--- config.mk ---
export PLATFORM = sky130hd
export DESIGN_NAME = can_tmo_counter
export DESIGN_NICKNAME = d
export VERILOG_FILES = /design/src/rtl/tmo_pkg.sv /design/src/rtl/tmo_cfg_reg.sv /design/src/rtl/tmo_src_sel.sv /design/src/rtl/tmo_count_fsm.sv /design/src/rtl/tmo_flag.sv /design/src/rtl/can_tmo_counter.sv
export SDC_FILE = /design/constraint.sdc
export NUM_CORES = 1
export LEC_CHECK = 0
export ABC_AREA = 0
export ABC_CLOCK_PERIOD_IN_PS = 3370
export BUFFER_PORTS_ARGS = -buffer_cell sky130_fd_sc_hd__buf_2
export CORE_MARGIN = 1
export CORE_UTILIZATION = 51
export DETAILED_ROUTE_END_ITERATION = 7
export GPL_TIMING_DRIVEN = 0
export PLACE_DENSITY = 0.81
export SKIP_LAST_GASP = 1
export SLEW_MARGIN = 5
export SYNTH_ARGS = -nofsm -noshare
export SYNTH_HDL_FRONTEND = slang
export SYNTH_HIERARCHICAL = 1
export SYNTH_SLANG_ARGS = --single-unit
--- constraint.sdc ---
create_clock -name clk -period 3.37 [get_ports clk]
set_input_delay 0.1685 -clock clk [delete_from_list [all_inputs] [get_ports clk]]
set_output_delay 0.1685 -clock clk [all_outputs]
set_load 0.01 [all_outputs]
--- src/rtl/tmo_pkg.sv ---
package tmo_pkg;
    localparam int CNT_W  = 16;
    localparam int DATA_W = 32;
    localparam int ADDR_W = 8;
    localparam int NUM_FIFO = 3;
    localparam int SRC_W  = $clog2(NUM_FIFO + 1);

    localparam logic [ADDR_W-1:0] OFS_CFG  = 8'h28;
    localparam logic [ADDR_W-1:0] OFS_CNT  = 8'h2C;
    localparam logic [ADDR_W-1:0] OFS_FLAG = 8'h30;

    typedef enum logic [1:0] {
        ST_OFF   = 2'd0,
        ST_ARMED = 2'd1,
        ST_RUN   = 2'd2,
        ST_DONE  = 2'd3
    } tmo_state_e;

    typedef enum logic [SRC_W-1:0] {
        SRC_CONT = 2'd0,
        SRC_TXEV = 2'd1,
        SRC_RX0  = 2'd2,
        SRC_RX1  = 2'd3
    } tmo_src_e;
endpackage

--- src/rtl/tmo_cfg_reg.sv ---
module tmo_cfg_reg
    import tmo_pkg::*;
#(
    parameter int PER_W = CNT_W
) (
    input  logic              clk,
    input  logic              rst_n,
    input  logic              wr_hit,
    input  logic [DATA_W-1:0] wdata,
    input  logic              cce,
    input  logic              init,
    output logic              cfg_accept,
    output logic [PER_W-1:0]  period,
    output logic [SRC_W-1:0]  src,
    output logic              enable
);
    localparam logic [PER_W-1:0] RST_PERIOD = {PER_W{1'b1}};

    assign cfg_accept = wr_hit && cce && init;

    always_ff @(posedge clk or negedge rst_n) begin
        if (!rst_n) begin
            period <= RST_PERIOD;
            src    <= SRC_CONT;
            enable <= 1'b0;
        end else if (cfg_accept) begin
            period <= wdata[DATA_W-1 -: PER_W];
            src    <= wdata[SRC_W:1];
            enable <= wdata[0];
        end
    end

    // a locked write leaves the configuration untouched
    a_r3_locked_write: assert property (@(posedge clk) disable iff (!rst_n)
        (wr_hit && !(cce && init)) |=> ($stable(period) && $stable(src) && $stable(enable)));

    // the period field comes from the upper half, independent of reserved bits
    a_r2_period_field: assert property (@(posedge clk) disable iff (!rst_n)
        (cfg_accept && (wdata[15:3] != 13'd0)) |=> (period == $past(wdata[31:16])));
endmodule

--- src/rtl/tmo_src_sel.sv ---
module tmo_src_sel
    import tmo_pkg::*;
#(
    parameter int FIFOS = NUM_FIFO
) (
    input  logic [SRC_W-1:0] src,
    input  logic [FIFOS-1:0] fifo_empty,
    input  logic [FIFOS-1:0] fifo_first,
    output logic             fifo_mode,
    output logic             sel_empty,
    output logic             sel_first
);
    logic [FIFOS-1:0] hit;

    for (genvar i = 0; i < FIFOS; i++) begin : g_hit
        assign hit[i] = (src == SRC_W'(i + 1));
    end

    assign fifo_mode = (src != SRC_CONT);
    assign sel_empty = |(hit & fifo_empty);
    assign sel_first = |(hit & fifo_first);

    always_comb begin
        a_r7_one_source: assert ($onehot0(hit));
    end
endmodule

--- src/rtl/tmo_count_fsm.sv ---
module tmo_count_fsm
    import tmo_pkg::*;
#(
    parameter int PER_W = CNT_W
) (
    input  logic             clk,
    input  logic             rst_n,
    input  logic             cfg_accept,
    input  logic [PER_W-1:0] nxt_period,
    input  logic             nxt_en,
    input  logic             nxt_fifo,
    input  logic [PER_W-1:0] period,
    input  logic             enable,
    input  logic             fifo_mode,
    input  logic             cnt_wr,
    input  logic             tick,
    input  logic             sel_empty,
    input  logic             sel_first,
    output logic [PER_W-1:0] count,
    output logic             expire
);
    localparam logic [PER_W-1:0] RST_PERIOD = {PER_W{1'b1}};
    localparam logic [PER_W-1:0] ONE        = PER_W'(1);

    tmo_state_e       st, st_n;
    logic [PER_W-1:0] cnt_n;
    logic             reload_sw, hold_empty;

    assign reload_sw  = !fifo_mode && cnt_wr;
    assign hold_empty = fifo_mode && sel_empty;

    always_ff @(posedge clk or negedge rst_n) begin
        if (!rst_n) begin
            st    <= ST_OFF;
            count <= RST_PERIOD;
        end else begin
            st    <= st_n;
            count <= cnt_n;
        end
    end

    always_comb begin
        st_n   = st;
        cnt_n  = count;
        expire = 1'b0;
        if (cfg_accept) begin
            cnt_n = nxt_period;
            if (!nxt_en)       st_n = ST_OFF;
            else if (nxt_fifo) st_n = ST_ARMED;
            else               st_n = ST_RUN;
        end else if (!enable) begin
            st_n  = ST_OFF;
            cnt_n = period;
        end else if (reload_sw) begin
            st_n  = ST_RUN;
            cnt_n = period;
        end else if (hold_empty) begin
            st_n  = ST_ARMED;
            cnt_n = period;
        end else begin
            unique case (st)
                ST_OFF: begin
                    st_n = ST_OFF;
                end
                ST_ARMED: begin
                    if (fifo_mode && sel_first) st_n = ST_RUN;
                end
                ST_RUN: begin
                    if (tick) begin
                        if (count <= ONE) begin
                            cnt_n  = '0;
                            st_n   = ST_DONE;
                            expire = 1'b1;
                        end else begin
                            cnt_n = count - ONE;
                        end
                    end
                end
                ST_DONE: begin
                    cnt_n = '0;
                end
            endcase
        end
    end

    // a tick in the running state lowers the count by one
    a_r9_step_down: assert property (@(posedge clk) disable iff (!rst_n)
        (st == ST_RUN && tick && enable && !cfg_accept && !reload_sw && !hold_empty && count > ONE)
        |=> (count == $past(count) - ONE));

    // once expired the count stays at zero without a reload
    a_r9_saturate: assert property (@(posedge clk) disable iff (!rst_n)
        (st == ST_DONE && enable && !cfg_accept && !reload_sw && !hold_empty) |=> (count == '0));

    // disabled counter holds the period
    a_r5_off_hold: assert property (@(posedge clk) disable iff (!rst_n)
        (!enable && !cfg_accept) |=> (count == $past(period)));

    // an armed counter sits at the period
    a_r8_armed_at_period: assert property (@(posedge clk) disable iff (!rst_n)
        (st == ST_ARMED) |-> (count == period));
endmodule

--- src/rtl/tmo_flag.sv ---
module tmo_flag (
    input  logic clk,
    input  logic rst_n,
    input  logic expire,
    input  logic clr,
    output logic flag
);
    always_ff @(posedge clk or negedge rst_n) begin
        if (!rst_n)      flag <= 1'b0;
        else if (expire) flag <= 1'b1;
        else if (clr)    flag <= 1'b0;
    end

    // flag is sticky until a clear
    a_r10_sticky: assert property (@(posedge clk) disable iff (!rst_n)
        (flag && !clr) |=> flag);

    // expiry always leaves the flag set
    a_r10_set_wins: assert property (@(posedge clk) disable iff (!rst_n)
        expire |=> flag);
endmodule

--- src/rtl/can_tmo_counter.sv ---
module can_tmo_counter
    import tmo_pkg::*;
(
    input  logic                clk,
    input  logic                rst_n,
    input  logic                reg_we,
    input  logic [ADDR_W-1:0]   reg_addr,
    input  logic [DATA_W-1:0]   reg_wdata,
    output logic [DATA_W-1:0]   reg_rdata,
    input  logic                cfg_chg_en,
    input  logic                init_active,
    input  logic                tick,
    input  logic [NUM_FIFO-1:0] fifo_empty,
    input  logic [NUM_FIFO-1:0] fifo_first_store,
    output logic [CNT_W-1:0]    tmo_count,
    output logic                tmo_irq
);
    localparam int RSV_W = DATA_W - CNT_W - SRC_W - 1;

    logic             cfg_hit, cnt_hit, flag_hit;
    logic             cfg_accept, enable, fifo_mode, sel_empty, sel_first, expire;
    logic [CNT_W-1:0] period;
    logic [SRC_W-1:0] src;

    assign cfg_hit  = reg_we && (reg_addr == OFS_CFG);
    assign cnt_hit  = reg_we && (reg_addr == OFS_CNT);
    assign flag_hit = reg_we && (reg_addr == OFS_FLAG);

    tmo_cfg_reg #(.PER_W(CNT_W)) u_cfg (
        .clk(clk), .rst_n(rst_n), .wr_hit(cfg_hit), .wdata(reg_wdata),
        .cce(cfg_chg_en), .init(init_active), .cfg_accept(cfg_accept),
        .period(period), .src(src), .enable(enable)
    );

    tmo_src_sel #(.FIFOS(NUM_FIFO)) u_sel (
        .src(src), .fifo_empty(fifo_empty), .fifo_first(fifo_first_store),
        .fifo_mode(fifo_mode), .sel_empty(sel_empty), .sel_first(sel_first)
    );

    tmo_count_fsm #(.PER_W(CNT_W)) u_fsm (
        .clk(clk), .rst_n(rst_n), .cfg_accept(cfg_accept),
        .nxt_period(reg_wdata[DATA_W-1 -: CNT_W]), .nxt_en(reg_wdata[0]),
        .nxt_fifo(reg_wdata[SRC_W:1] != SRC_CONT),
        .period(period), .enable(enable), .fifo_mode(fifo_mode),
        .cnt_wr(cnt_hit), .tick(tick), .sel_empty(sel_empty), .sel_first(sel_first),
        .count(tmo_count), .expire(expire)
    );

    tmo_flag u_flag (
        .clk(clk), .rst_n(rst_n), .expire(expire),
        .clr(flag_hit && reg_wdata[0]), .flag(tmo_irq)
    );

    always_comb begin
        unique case (reg_addr)
            OFS_CFG:  reg_rdata = {period, {RSV_W{1'b0}}, src, enable};
            OFS_CNT:  reg_rdata = {{(DATA_W-CNT_W){1'b0}}, tmo_count};
            OFS_FLAG: reg_rdata = {{(DATA_W-1){1'b0}}, tmo_irq};
            default:  reg_rdata = '0;
        endcase
    end

    // a counter-value write outside continuous mode leaves the count alone
    a_r6_fifo_ignores_write: assert property (@(posedge clk) disable iff (!rst_n)
        (cnt_hit && fifo_mode && enable && !cfg_accept && !sel_empty && !tick) |=> $stable(tmo_count));
endmodule

* After elaboration in Yosys (flattened, before gate mapping)
Cells that the tools add are included.
Storage, ports and cells: register bits 38, latch bits 0, RAM bits 0, bits in read-only memories 0, bits of input ports 52, output and inout port bits 49, word-level logic and storage cells 69, memories kept 0
Cells by class: add/sub/neg operators 1, $mul 0, divide/modulo/power cells 0, magnitude comparators 1, equal/unequal tests 14, shift operators 0, mux-type cells 27, bitwise operators 2, reduce and logical (&&, ||, !) cells 18
Operators by type and width (number):
- 16-bit 2-to-1 mux | 6
- 32-bit case mux with 3 select lines | 1
- 16-bit case mux with 2 select lines | 1
- 8-bit by 6-bit == test with 1-bit output (second input constant) | 3
- 2-bit 2-to-1 mux | 9
- 16-bit by 1-bit less-or-equal comparator with 1-bit output (second input constant) | 1
- 16-bit by 1-bit subtractor with 16-bit output (second input constant) | 1
- 6-bit by 3-bit != test with 1-bit output (second input constant) | 2
- 1-bit logical AND | 9
- 1-bit 2-to-1 mux | 9
- 2-bit == test (second input constant) | 4
- 7-bit by 2-bit != test with 1-bit output (second input constant) | 1
- 3-bit bitwise AND | 2
- 6-bit by 2-bit != test with 1-bit output (second input constant) | 1
- 6-bit by 4-bit != test with 1-bit output (second input constant) | 1
- 2-bit case mux with 3 select lines | 1
- 2-bit nonzero test | 3
- 3-bit OR reduction | 2
- 2-bit by 1-bit == test with 1-bit output (second input constant) | 2
- 4-bit AND reduction | 1
- 2-bit zero test | 1
- 2-bit AND reduction | 1
- 1-bit zero test | 1

* Longest topological paths before layout
Gate-level depths: netlist of run 1.
depth after elaboration 10, depth in mapped cells 11, depth with buffers taken out 10

* Modules after synthesis
Netlist of run 1, hierarchy kept.
Modules (own cells, without submodules):
- tmo_count_fsm | times used 1, cells an instance 191, area an instance 1545.2 µm², sequential area each 470.5 µm²
- tmo_cfg_reg | times used 1, cells an instance 42, area an instance 817.0 µm², sequential area each 495.5 µm²
- can_tmo_counter | times used 1, cells an instance 52, area an instance 409.1 µm², sequential area each 0.0 µm²
- tmo_src_sel | times used 1, cells an instance 6, area an instance 52.6 µm², sequential area each 0.0 µm²
- tmo_flag | times used 1, cells an instance 3, area an instance 36.3 µm², sequential area each 25.0 µm²

* Worst setup path before layout of run 1
No wires, ideal clock.
kind reg2reg, from register u_cfg.src[0], to register u_fsm.st[1], library setup time 0.128 ns, data arrival time 2.426 ns, required time 3.242 ns, path slack 0.817 ns, cell stages (with the launch flop) 9, path buffers 1, period minus slack after synthesis 2.553 ns, cells stage by stage dfrtp_1 > mux2_1 > a22o_1 > mux2_2 > or2_1 > clkbuf_1 > a211o_1 > a31oi_1 > mux2_1
On the way: cells in the longest elaborated chain, start to end 8, elaborated cells on any way between the ends 21, those cells by class 7 x eq/ne; 4 x mux; 2 x bitwise; 8 x reduce/logical
RTL lines:
- start, declared | line tmo_cfg_reg.sv:14 | output logic [SRC_W-1:0] src,
- start signal, assigned | line tmo_cfg_reg.sv:28 | src <= wdata[SRC_W:1];
- 2-bit by 1-bit == test with 1-bit output / 2-bit == test (equally long branches) | line tmo_src_sel.sv:16 | assign hit[i] = (src == SRC_W'(i + 1));
- 3-bit bitwise AND * | line tmo_src_sel.sv:20 | assign sel_empty = |(hit & fifo_empty);
- 3-bit OR reduction * | line tmo_src_sel.sv:20
- net sel_empty | line can_tmo_counter.sv:21 | logic cfg_accept, enable, fifo_mode, sel_empty, sel_first, expire;
- 1-bit logical AND * | line tmo_count_fsm.sv:30 | assign hold_empty = fifo_mode && sel_empty;
- 2-bit 2-to-1 mux | line tmo_count_fsm.sv:57 | end else if (hold_empty) begin
- 2-bit 2-to-1 mux | line tmo_count_fsm.sv:54 | end else if (reload_sw) begin
- 2-bit 2-to-1 mux | line tmo_count_fsm.sv:51 | end else if (!enable) begin
- 2-bit 2-to-1 mux | line tmo_count_fsm.sv:46 | if (cfg_accept) begin
- end signal, assigned | line tmo_count_fsm.sv:37 | st <= st_n;
- end, declared | line tmo_count_fsm.sv:25 | tmo_state_e st, st_n;
The timed path passes the listed nets; every way through them passes the cells marked *. A chain may end at the register's enable or synchronous reset.

* Final worst setup path of run 1
from register u_cfg.src[0], to register u_fsm.count[7]
On the way: cells in the longest elaborated chain, start to end 8, elaborated cells on any way between the ends 16, those cells by class 5 x eq/ne; 4 x mux; 1 x bitwise; 6 x reduce/logical
RTL lines:
- 2-bit by 1-bit == test with 1-bit output / 2-bit == test (equally long branches) | line tmo_src_sel.sv:16
- 3-bit bitwise AND * | line tmo_src_sel.sv:20
- 3-bit OR reduction * | line tmo_src_sel.sv:20
- net sel_empty | line can_tmo_counter.sv:21
- 1-bit logical AND * | line tmo_count_fsm.sv:30
- 16-bit 2-to-1 mux | line tmo_count_fsm.sv:57
- 16-bit 2-to-1 mux | line tmo_count_fsm.sv:54
- 16-bit 2-to-1 mux | line tmo_count_fsm.sv:51
- 16-bit 2-to-1 mux | line tmo_count_fsm.sv:46
- end signal, assigned | line tmo_count_fsm.sv:38 | count <= cnt_n;
- end, declared | line tmo_count_fsm.sv:19 | output logic [PER_W-1:0] count,
Marked as above.

==> results of run 1 <==
==> per-layer routing <==
| layer | vias up | GRT usage (%) | part of all wire (%) |
|---|---|---|---|
| li1 | 1253 | - | - |
| met1 | 1283 | 36.3 | 43 |
| met2 | 153 | 44.5 | 47 |
| met3 | 20 | 4.52 | 8.0 |
| met4 | 0 | 8.85 | 2.2 |
| met5 | - | 0 | 0 |
==> cell type report <==
type,count,area [um^2],area share [%]
multi-input combinational,221,1700,48.7
inverter,17,63.8,1.83
timing repair buffer,87,440,12.6
clock inverter,2,12.5,0.359
tap,70,87.6,2.51
sequential,38,991,28.4
clock buffer,6,82.6,2.37
buffer,18,109,3.12
==> flip-flops by register name (all words and copies together) (netlist names) <==
| signal | cells |
|---|---|
| u_cfg/period | 16 |
| u_fsm/count | 16 |
| u_cfg/src | 2 |
| u_fsm/st | 2 |
| u_cfg/enable | 1 |
| u_flag/flag | 1 |
==> per-stage QoR <==
step           area (um^2)  std cells  total power [uW]  hold slack [ns]
2_1_floorplan         2860        294               600           -0.127
3_3_place_gp          3380        450               661            0.310
3_5_place_dp          3380        450               664            0.317
4_1_cts               3480        459              1000           0.0954
5_1_grt               3480        459              1040           0.0936
6_report              3480        459              1000           0.0979
==> path summary, 6_finish.rpt <==
kind	end	slack [ns]	cells past startpoint
max	u_fsm/count[7]	0.43	7
min	u_fsm/count[5]	0.1	3
max reg2reg	u_fsm/count[7]	0.43	7
min reg2reg	u_flag/flag	0.51	1
max in group asynchronous	u_flag/flag	2.33	2
min in group asynchronous	u_cfg/src[1]	0.52	2
==> critical path: stages (launching register included) <==
cell and delay [ns]:
dfrtp_1 0.45, mux2_1 0.35, a22o_1 0.26, mux2_2 0.32
nor3_1 0.80, o21ai_0 0.27, a221oi_1 0.32, a21oi_1 0.10
==> cell usage in the layout, fill, tap and decap left out, types with 2 or more instances in the layout <==
master / instances
mux2i_1: 6
or3_1: 2
clkbuf_8: 6
nor2b_1: 3
mux2_1: 2
and2_1: 7
dfstp_2: 32
nand3_1: 3
a21o_1: 4
a2bb2oi_1: 4
or4_1: 3
a2111oi_0: 2
ha_1: 5
o21a_1: 2
buf_6: 5
nor3_1: 12
mux2_4: 19
mux2_2: 3
inv_1: 17
xor2_1: 3
and2_2: 24
nand2b_1: 4
nor2_1: 21
clkbuf_1: 9
nor3_4: 2
a31oi_1: 5
or2_1: 3
o22ai_1: 9
o21ai_0: 5
nand2_1: 18
or2_2: 4
a211oi_1: 3
nor4_1: 6
nand4bb_4: 2
buf_2: 88
a21oi_1: 9
dfrtp_1: 6
a22o_1: 2
a221oi_1: 10
==> cell families (layout without fill, tap and decap cells) <==
| logic type | count (synthesis) | in the layout | synth area share, % |
|---|---|---|---|
| AOI/OAI and AO/OA | 64 | 64 | 16.1 |
| buffers and inverters | 35 | 130 | 6.04 |
| DFF | 38 | 38 | 34.6 |
| adders and majority gates | 5 | 5 | 2.19 |
| xor gates and xnor gates | 3 | 3 | 0.919 |
| muxes | 30 | 30 | 14.0 |
| and+or+nand+nor | 119 | 119 | 26.1 |
==> power groups by stage <==
stage	clock [uW]	combinational [uW]	sequential [uW]
after floorplan	0	108	492
after global placement	0	168	493
after detailed placement	0	171	493
after CTS	341	173	486
after global routing	357	192	488
final	339	176	487
==> metrics.csv, run 1 <==
metric,value,unit
dp_slack,0.337,ns
rows,26,
track_usage,27.2,%
hold_viol_final,0,
vias,2709,
start_util,54.6,%
viasPerCell,5.90,
finalCritPeriodShare,87.2,%
maxCapViolCount,0,
synth_flop_cell,dfstp_2,
grt-ovfl-total,0,
async_flop_share,100,%
cts_tree,done,
fillers,435,
worstSetupPathType,flop to flop,
wl_per_cell,16.8,um
p_clk_share,33.8,%
ys_warn_count,6,
first_iter_violations,245,
synth_top_cells_by_count,"dfstp_2 (32), and2_2 (24), nor2_1 (21)",
drc,0,
cellLeakagePower,0.00169,uW
netlist_area,2860,um^2
worstMarginPinSlew,0.961,ns
power_density,287,nW/um^2
power.switching,283,uW
clkTransAtPathRegs,0.08,ns
cp_max_fo,7,
fp.dieH,76.9,um
area_growth,21.8,%
antenna_found_initial,0,
drive_above_1_share,49.6,%
synth_cell_types,54,
clock_sinks,38,
h-tree-depth,2,
rsz0062_at_grt,no,
ctsResizeCount,0,
grt_first_pass_wirelength,12700,um
setup.worst_path.end_class,flop,
cts_buffer_depth,2,
fin_util,66.5,%
skew,0.00770,ns
place_congestion,0.894,
core,5240,um^2
synth.net_count,351,
setup_ws,0.433,ns
hold_class,primary input to flop,
share_comb_of_total_power,17.5,%
root_buffer,clkbuf_8,
drtPass1Iterations,6,
routed_wl,7720,um
diodes,0,
yosysSeqAreaShare,34.6,%
portBuffers,86,
post-route-min-period,2.94,ns
status,completed,
cts_setup_buffers,0,
cp.arrival,3.14,ns
synth_edf_count,0,
syn_avg_cell_area,9.73,um^2
io_pins,101,
cp-startpoint,u_cfg/src[0],
sw_frac_of_total,28.3,%
timing.rr.start,u_cfg/src[0],
yosys-top-cells-area,"dfstp_2 (29%), mux2_4 (10%), and2_2 (6.3%)",
dieArea,5910,um^2
ctsHoldBuffers,1,
cts_buffers,5,
grt_max_degree,39,
seq_power_share,48.6,%
synth.top_cell.area_share,29.4,%
max_slew_margin,35.4,%
fmax,340,MHz
synth_area_leader_cell,dfstp_2,
die_w,76.9,um
dp_hpwl,5590,um
postRouteAntennaNets,0,
ys_ff_latch,38,
synth_cells,294,
synth.most_common_cell,dfstp_2,
irDropWorstVdd,0.261,mV
setup_viol_count_final,0,
p_int,718,uW
grt_pass1_vias,2547,
final.setup.tns,0,ns
required,3.58,ns
slew_violations,0,
fin_nets,445,
min_from,reg_wdata[21],
crit_path_start_kind,flop,
worstSkewPairLatency,0.30,ns
Note: power is estimated with default switching activity, not from simulation.
==> run 2, diff against run 1 <==
- ABC_CLOCK_PERIOD_IN_PS: 3370 -> 2550
- CORE_MARGIN: 1 -> 2
- CORE_UTILIZATION: 51 -> 46
- PLACE_DENSITY: 0.81 -> 0.78
- clock period: 3.37 -> 2.55 ns (I/O delays scaled with it)
==> run 2 against run 1 <==
  * Critical endpoint is now u_fsm/count[10]
  * Fmax increased by 17%
  * Routed wire length increased by 4.4%
  * Sequential power increased by 32%
  * Sequential share of layout area decreased by 0.54 points
==> metrics.csv, run 2 (synthesis results as in run 1) <==
metric,value,unit
finalCritPeriodShare,98.8,%
cp_max_fo,9,
rsz0062_at_grt,yes,
rows,28,
drtPass1Iterations,4,
die_w,82.9,um
cts_tree,done,
instances_no_fill,465,
vias,2650,
antenna_found_initial,0,
grt_max_degree,39,
first_iter_violations,156,
drc,0,
area_growth,24.3,%
timing.rr.start,u_cfg/src[0],
clock_sinks,38,
dp_hpwl,5850,um
post-route-min-period,2.52,ns
grt.met1_usage,31.3,%
hold_class,primary input to flop,
fillers,545,
maxCapViolCount,0,
total_power,1320,uW
setup_ws,0.0312,ns
diodes,0,
setup_viol_count_final,0,
layout_common_cells,"buf_2 (88), dfstp_2 (32), and2_2 (24), nor2_1 (21), mux2_4 (21)",
wl_per_cell,17.3,um
cts_buffer_depth,2,
grt_pass1_vias,2555,
crit_path_start_kind,flop,
fin_util,59.7,%
grt_first_pass_wirelength,13100,um
worstSkewPairLatency,0.30,ns
portBuffers,86,
power_density,372,nW/um^2
endpoint,u_fsm/count[10],
hold_viol_final,0,
cellLeakagePower,0.00172,uW
cp.arrival,2.73,ns
p_int,950,uW
irDropWorstVdd,0.223,mV
share_comb_of_total_power,18.1,%
setup.worst_path.end_class,flop,
rrSetupSlack,0.03,ns
sw_frac_of_total,28.0,%
r2r.worst_path.cells,6,
seq_area,992,um^2
status,completed,
final.setup.tns,0,ns
max_slew_margin,42.7,%
use_met2,39.0,%
fp.dieH,82.9,um
worstSetupPathType,flop to flop,
use_met3,4.77,%
skew,0.00978,ns
cp-startpoint,u_cfg/src[0],
final_common_cell,buf_2,
io_pins,101,
start_util,48.0,%
dp_slack,-0.377,ns
clkTransAtPathRegs,0.08,ns
slew_violations,0,
fin_nets,446,
required,2.77,ns
p_clk_share,33.2,%
grt.busiest_layer,met2,
power.switching,370,uW
seq_power_share,48.7,%
dp.cells,455,
drive_above_1_share,52.6,%
root_buffer,clkbuf_8,
reg.largest.list,"u_cfg/period: 16 flops, u_fsm/count: 16 flops",
place_congestion,0.895,
dieArea,6860,um^2
grt-ovfl-total,0,
track_usage,23.7,%
postRouteAntennaNets,0,
core,5960,um^2
h-tree-depth,2,
fmax,397,MHz
worstMarginPinSlew,0.860,ns
routed_wl,8060,um
viasPerCell,5.70,
multi_input_area,1740,um^2
cts_buffers,5,
reg2reg_to,u_fsm/count[10],
-- run 2: through the flow --
stage / hold WS [ns] / cell area [um^2]
6_report: 0.0589 / 3550
5_1_grt: 0.0421 / 3550
4_1_cts: 0.0446 / 3530
3_5_place_dp: 0.280 / 3390
3_3_place_gp: 0.276 / 3390
2_1_floorplan: -0.168 / 2870
-- run 2: layout make-up --
cell class	instances	share of cell area, %
multi-input cells	221	48.9
flip-flops and latches	38	27.9
repair buffers	91	13.2
plain buffers	15	2.82
well taps	75	2.64
clock buffers	6	2.32
inverters	17	1.80
clock inverters	2	0.352
-- run 2: per-layer routing --
metal | wire, um | vias to the layer above | share of wire [%]
met5 | 0 | - | 0
met4 | 140 | 0 | 1.7
met3 | 630 | 13 | 7.8
met2 | 3810 | 122 | 47
met1 | 3480 | 1263 | 43
li1 | - | 1252 | -
-- run 2: power groups by stage --
| stage | Sequential (uW) | Combinational (uW) | Clock, uW |
|---|---|---|---|
| floorplan | 651 | 143 | 0 |
| global placement | 652 | 223 | 0 |
| detailed placement | 653 | 228 | 0 |
| CTS | 643 | 235 | 450 |
| global route | 646 | 264 | 476 |
| finish | 643 | 239 | 439 |
-- run 2: worst max-delay path, stage by stage, from the launching register on --
cell and delay (ns):
dfrtp_2 0.41, mux2_1 0.31, a22o_1 0.26, mux2_4 0.31, o31ai_2 0.68, a2111oi_0 0.22, nor3_1 0.24
-- run 2: repair_timing --
| action | CTS | global route |
|---|---|---|
| hold buffers | 1 | 0 |
| gates resized for setup | 5 | 6 |
| setup endpoints to repair | 16 | 16 |
| pin swaps | 1 | 0 |
| buffers inserted | 3 | 1 |
| hold endpoints to repair | 6 | 0 |
-- run 2: worst min-delay path by stage --
stage	from	end	slack (ns)	depth (start not counted)
3_3_place_gp	rst_n	u_fsm/st[0]	0.28	1
2_1_floorplan	rst_n	u_cfg/enable	-0.17	0
6_report	reg_wdata[25]	u_fsm/count[9]	0.06	2
5_1_grt	reg_wdata[25]	u_fsm/count[9]	0.04	2
3_5_place_dp	rst_n	u_fsm/st[0]	0.28	1
4_1_cts	reg_wdata[25]	u_fsm/count[9]	0.04	2
